==> config.mk <==
export PLATFORM = sky130hd
export DESIGN_NAME = wait_sleep_ctl
export DESIGN_NICKNAME = d
export VERILOG_FILES = /design/src/rtl/wsc_pkg.sv /design/src/rtl/wsc_we_reg.sv /design/src/rtl/wsc_quiesce.sv /design/src/rtl/wsc_power.sv /design/src/rtl/wait_sleep_ctl.sv
export SDC_FILE = /design/constraint.sdc
export NUM_CORES = 1
export LEC_CHECK = 0
export CORE_AREA = 2 2 39 41
export DETAILED_ROUTE_END_ITERATION = 8
export DIE_AREA = 0 0 41 43
export PLACE_DENSITY = 0.8
export SLEW_MARGIN = 20
export SYNTH_ARGS = -nofsm -noshare
export SYNTH_HDL_FRONTEND = slang
export SYNTH_HIERARCHICAL = 1
export SYNTH_SLANG_ARGS = --single-unit
==> constraint.sdc <==
create_clock -name clk -period 0.8 [get_ports clk]
set_input_delay 0.16 -clock clk [delete_from_list [all_inputs] [get_ports clk]]
set_output_delay 0.16 -clock clk [all_outputs]
set_load 0.02 [all_outputs]
==> src/rtl/wsc_pkg.sv <==
package wsc_pkg;
  typedef enum logic [1:0] {
    PS_ACTIVE  = 2'd0,
    PS_STANDBY = 2'd1,
    PS_SLEEP   = 2'd2
  } pstate_e;
endpackage

==> src/rtl/wsc_we_reg.sv <==
module wsc_we_reg #(
  parameter int XLEN   = 32,
  parameter int WE_POS = 13
) (
  input  logic            clk,
  input  logic            rst_n,
  input  logic [XLEN-1:0] wdata,
  input  logic            wr,
  input  logic            dbg_clr,
  input  logic            irq_take,
  output logic            we_q,
  output logic            we_next
);
  // machine-state bits are numbered from the MSB
  localparam int LSB_IDX = XLEN - 1 - WE_POS;

  always_comb begin
    we_next = we_q;
    if (wr) we_next = wdata[LSB_IDX];
    if (dbg_clr || irq_take) we_next = 1'b0;
    if (!rst_n) we_next = 1'b0;
  end

  always_ff @(posedge clk) we_q <= we_next;

  AST_IRQ_CLEARS_WE: assert property (@(posedge clk) disable iff (!rst_n)
    irq_take |=> !we_q);
  AST_DBG_BEATS_WRITE: assert property (@(posedge clk) disable iff (!rst_n)
    (dbg_clr && wr) |=> !we_q);
  AST_WE_HOLDS: assert property (@(posedge clk) disable iff (!rst_n)
    (we_q && !wr && !dbg_clr && !irq_take) |=> we_q);
endmodule

==> src/rtl/wsc_quiesce.sv <==
module wsc_quiesce #(
  parameter int CNT_W  = 4,
  parameter int TRC_W  = 5,
  parameter int NCACHE = 2
) (
  input  logic [CNT_W-1:0]  inflight_cnt,
  input  logic              apu_busy,
  input  logic [NCACHE-1:0] fill_pend,
  input  logic [NCACHE-1:0] flush_pend,
  input  logic [TRC_W-1:0]  trace_cnt,
  output logic              quiet
);
  logic [NCACHE-1:0] cache_busy;

  for (genvar g = 0; g < NCACHE; g++) begin : g_cache
    assign cache_busy[g] = fill_pend[g] | flush_pend[g];
  end

  logic core_idle, cache_idle, trace_idle;
  assign core_idle  = (inflight_cnt == '0) && !apu_busy;
  assign cache_idle = (cache_busy == '0);
  assign trace_idle = (trace_cnt == '0);
  assign quiet      = core_idle && cache_idle && trace_idle;
endmodule

==> src/rtl/wsc_power.sv <==
module wsc_power
  import wsc_pkg::*;
(
  input  logic       clk,
  input  logic       rst_n,
  input  logic       we_q,
  input  logic       we_next,
  input  logic       quiet,
  output logic       sleep_q,
  output logic       pipe_stall,
  output logic [1:0] pwr_state
);
  pstate_e st;

  always_ff @(posedge clk) begin
    if (!rst_n) sleep_q <= 1'b0;
    else        sleep_q <= we_next && quiet;
  end

  always_comb begin
    if (!we_q)        st = PS_ACTIVE;
    else if (sleep_q) st = PS_SLEEP;
    else              st = PS_STANDBY;
  end

  assign pwr_state  = st;
  assign pipe_stall = (st != PS_ACTIVE);

  AST_SLEEP_DROPS: assert property (@(posedge clk) disable iff (!rst_n)
    !quiet |=> !sleep_q);
endmodule

==> src/rtl/wait_sleep_ctl.sv <==
module wait_sleep_ctl #(
  parameter int XLEN   = 32,
  parameter int WE_POS = 13,
  parameter int CNT_W  = 4,
  parameter int TRC_W  = 5,
  parameter int NCACHE = 2
) (
  input  logic              clk,
  input  logic              rst_n,
  input  logic [XLEN-1:0]   msr_wdata,
  input  logic              msr_wr,
  input  logic              dbg_clr,
  input  logic              irq_take,
  input  logic [CNT_W-1:0]  inflight_cnt,
  input  logic              apu_busy,
  input  logic [NCACHE-1:0] cache_fill_pend,
  input  logic [NCACHE-1:0] cache_flush_pend,
  input  logic [TRC_W-1:0]  trace_cnt,
  output logic              wait_en,
  output logic              pipe_stall,
  output logic              sleep_req,
  output logic [1:0]        pwr_state
);
  logic we_next, quiet;

  wsc_we_reg #(.XLEN(XLEN), .WE_POS(WE_POS)) u_we (
    .clk(clk), .rst_n(rst_n), .wdata(msr_wdata), .wr(msr_wr),
    .dbg_clr(dbg_clr), .irq_take(irq_take), .we_q(wait_en), .we_next(we_next));

  wsc_quiesce #(.CNT_W(CNT_W), .TRC_W(TRC_W), .NCACHE(NCACHE)) u_q (
    .inflight_cnt(inflight_cnt), .apu_busy(apu_busy),
    .fill_pend(cache_fill_pend), .flush_pend(cache_flush_pend),
    .trace_cnt(trace_cnt), .quiet(quiet));

  wsc_power u_pw (
    .clk(clk), .rst_n(rst_n), .we_q(wait_en), .we_next(we_next), .quiet(quiet),
    .sleep_q(sleep_req), .pipe_stall(pipe_stall), .pwr_state(pwr_state));

  AST_SLEEP_NEEDS_WE: assert property (@(posedge clk) disable iff (!rst_n)
    sleep_req |-> wait_en);
  AST_SLEEP_CORE_IDLE: assert property (@(posedge clk) disable iff (!rst_n)
    sleep_req |-> $past(inflight_cnt == '0 && !apu_busy));
  AST_SLEEP_CACHE_IDLE: assert property (@(posedge clk) disable iff (!rst_n)
    sleep_req |-> $past((cache_fill_pend | cache_flush_pend) == '0));
  AST_SLEEP_TRACE_EMPTY: assert property (@(posedge clk) disable iff (!rst_n)
    sleep_req |-> $past(trace_cnt == '0));
  AST_IRQ_ENDS_SLEEP: assert property (@(posedge clk) disable iff (!rst_n)
    irq_take |=> (!sleep_req && !pipe_stall));
  AST_STALL_IN_WAIT: assert property (@(posedge clk) disable iff (!rst_n)
    wait_en |-> pipe_stall);
endmodule

==> flow_summary.toml <==
[synthesis]
syn_area_per_cell_sq_um = 9.43
synthMuxAreaShare_pct = 8.16
synth_compound_area_share_pct = 0
synth_cells = 13
ys_warn_count = 6
synth_area_leader_cell = "dfxtp_1"
synth-seq-cells = 2
syn-num-nets = 64
synthAdderAreaFrac_pct = 0
ys_top_cells_by_area = "dfxtp_1 (33%), nor4_1 (15%), nor4b_2 (12%)"
yosysUniqueCellTypes = 10
synth-xor-area-share_pct = 0
synth_top_family_by_area = "simple AND/OR/NAND/NOR gates"
synth_top_area_share_pct = 32.7
netlist_area_sq_um = 123
synth-simple-area-share_pct = 56.1
ys_seq_area_share_pct = 32.7

[grt]
busiest_layer = "met2"
grt_usage_pct = 7.11
grt_pass1_vias = 233
gr-usage-met3_pct = 4.19
gr-usage-met2_pct = 10.9
grt_max_degree = 5
gr-usage-met1_pct = 6.05
antenna_found_initial = 0
grt_first_pass_wirelength_um = 807
overflow = 0

[drt]
vias = 233
drt-pass1-iter-count = 1
postRouteAntennaNets = 0
drc = 0
avgViaCountPerCell = 3.95
post_drt_wl_per_cell_um = 9.39
wl_um = 554
dr.first_iter.drc_count = 0

[clock_network]
clk_latency_ns = 0.23
cts-root-buf = "clkbuf_4"
cts.reportedPaths.clkPinSlew_ns = 0.04
numCtsBuffers = 3
cts_tree = "yes"
htreeDepth = 1
cts_buffer_depth = 2
cts.sinks = 2

[place]
dp_cells = 53
gp_congestion = 0.628
portBuffers = 24
dpl_worst_slack_ns = -0.475
placed_area_sq_um = 390

[cells_and_area]
seqCellArea_sq_um = 45.0
antenna_cells = 0
fin_cells = 59
multi_input_area_sq_um = 78.8
finish.instance_area_sq_um = 432
fill_cells = 145
nets = 95
drive_gt1_share_pct = 37.2
area_growth_syn_to_layout_pct = 252
fin_util_pct = 31.2

[timing]
fin_skew_ns = 0.00933
timing.final.ws_setup_ns = -0.237
setup_viol = 6
fin_crit_sh_pct = 130
rsz0062_at_grt = "yes"
hold_viol = 0
period_minus_slack_ns = 1.04
maxSlewHeadroom_pct = 85.4
drv_slew = 0
tightest_slew_ns = 0.216
max_freq_mhz = 964

[die]
coreArea_sq_mm = 0.00138
fp.dieH_um = 43
initial_utilization_pct = 8.86
die_area_sq_mm = 0.00176
fp-row-count = 14
die_w_um = 41
io_pins = 56

[worst_setup_path]
endpoint_kind = "primary output"
crit_type = "reg -> out"
path_max_fanout = 4
arrival_ns = 0.88
cp.required_ns = 0.64
cp-start-kind = "flop"

[power_and_ir_drop]
p_per_area_mw_per_mm2 = 1040
p_leak_nw = 0.215
ir_worst_vdd_uv = 268

[job]
drv_cap = 0

[worst_hold_path]
hp-class = "in -> reg"

[outcome]
failed_checks = "negative setup slack"
status = "complete, but fails checks"
logic make-up after synthesis:
group                  Yosys count
muxes                            1
buffers and inverters            1
and+or+nand+nor                  9
DFF                              2
cells in the final DEF, fill, tap and decap left out:
| cell type | count |
|---|---|
| dlygate4sd2_1 | 10 |
| clkbuf_4 | 3 |
| nor2_1 | 1 |
| clkdlybuf4s50_1 | 7 |
| dfxtp_4 | 1 |
| and3_1 | 1 |
| and2b_2 | 1 |
| mux2i_1 | 1 |
| dlymetal6s2s_1 | 2 |
| nor4_1 | 3 |
| buf_4 | 3 |
| dfxtp_2 | 1 |
| buf_6 | 5 |
| nor4b_2 | 1 |
| clkbuf_1 | 1 |
| and2_2 | 1 |
| and4_1 | 1 |
flip-flops by register name, indices dropped and copies added, names as in the netlist:
name	count
u_pw/sleep_q	1
u_we/we_q	1
power by group:
part           total [mW]  internal (mW)  switching (mW)
combinational       0.101         0.0767          0.0247
sequential         0.0994         0.0986        0.000718
clock               0.247          0.185          0.0612
total               0.447          0.361          0.0866
path summary, 6_finish.rpt:
kind | startpoint | end | depth (start not counted) | slack, ns
worst max-delay path | u_we/we_q | pwr_state[0] | 2 | -0.24
worst max register to register | u_we/we_q | u_pw/sleep_q | 3 | -0.11
worst min register to register | u_we/we_q | u_we/we_q | 2 | 0.62
worst min-delay path | trace_cnt[4] | u_pw/sleep_q | 4 | 0.46
Yosys cell counts:
| master | n |
|---|---|
| mux2i_1 | 1 |
| clkbuf_1 | 1 |
| and2_2 | 1 |
| and4_1 | 1 |
| dfxtp_1 | 2 |
| nor4_1 | 3 |
| and3_1 | 1 |
| nor4b_2 | 1 |
| and2b_2 | 1 |
| nor2_1 | 1 |
area by class of cell:
cell class | instances | share of cell area [%]
Multi-Input combinational cell | 10 | 18.3
Clock buffer | 4 | 6.09
Tap cell | 16 | 4.64
Timing Repair Buffer | 27 | 60.6
Sequential cell | 2 | 10.4
worst max-delay path: stages (launching register included):
cell and delay [ns]:
dfxtp_4 0.34, and2b_2 0.19, buf_6 0.12
metal layers:
metal  wire length [um]  share of wire (%)
met4                  0                  0
met3                130                 23
met5                  0                  0
met2                268                 48
met1                154                 28
per-stage QoR:
step	total power, mW	hold slack (ns)	setup TNS [ns]
final	0.447	0.460	-1.08
after CTS	0.466	0.471	-1.22
after global placement	0.218	0.612	-2.37
after global routing	0.478	0.480	-1.26
after detailed placement	0.220	0.626	-2.46
after floorplan	0.115	0.227	-0.170
what timing repair did:
action                                  CTS  global route
endpoints found under the setup margin    7             7
buffers inserted                          2             0
pin swaps                                 6             4
hold buffers                              0             0
cloned                                    0             0
resized for setup                        39             4
Note: power is estimated with default switching activity, not from simulation.
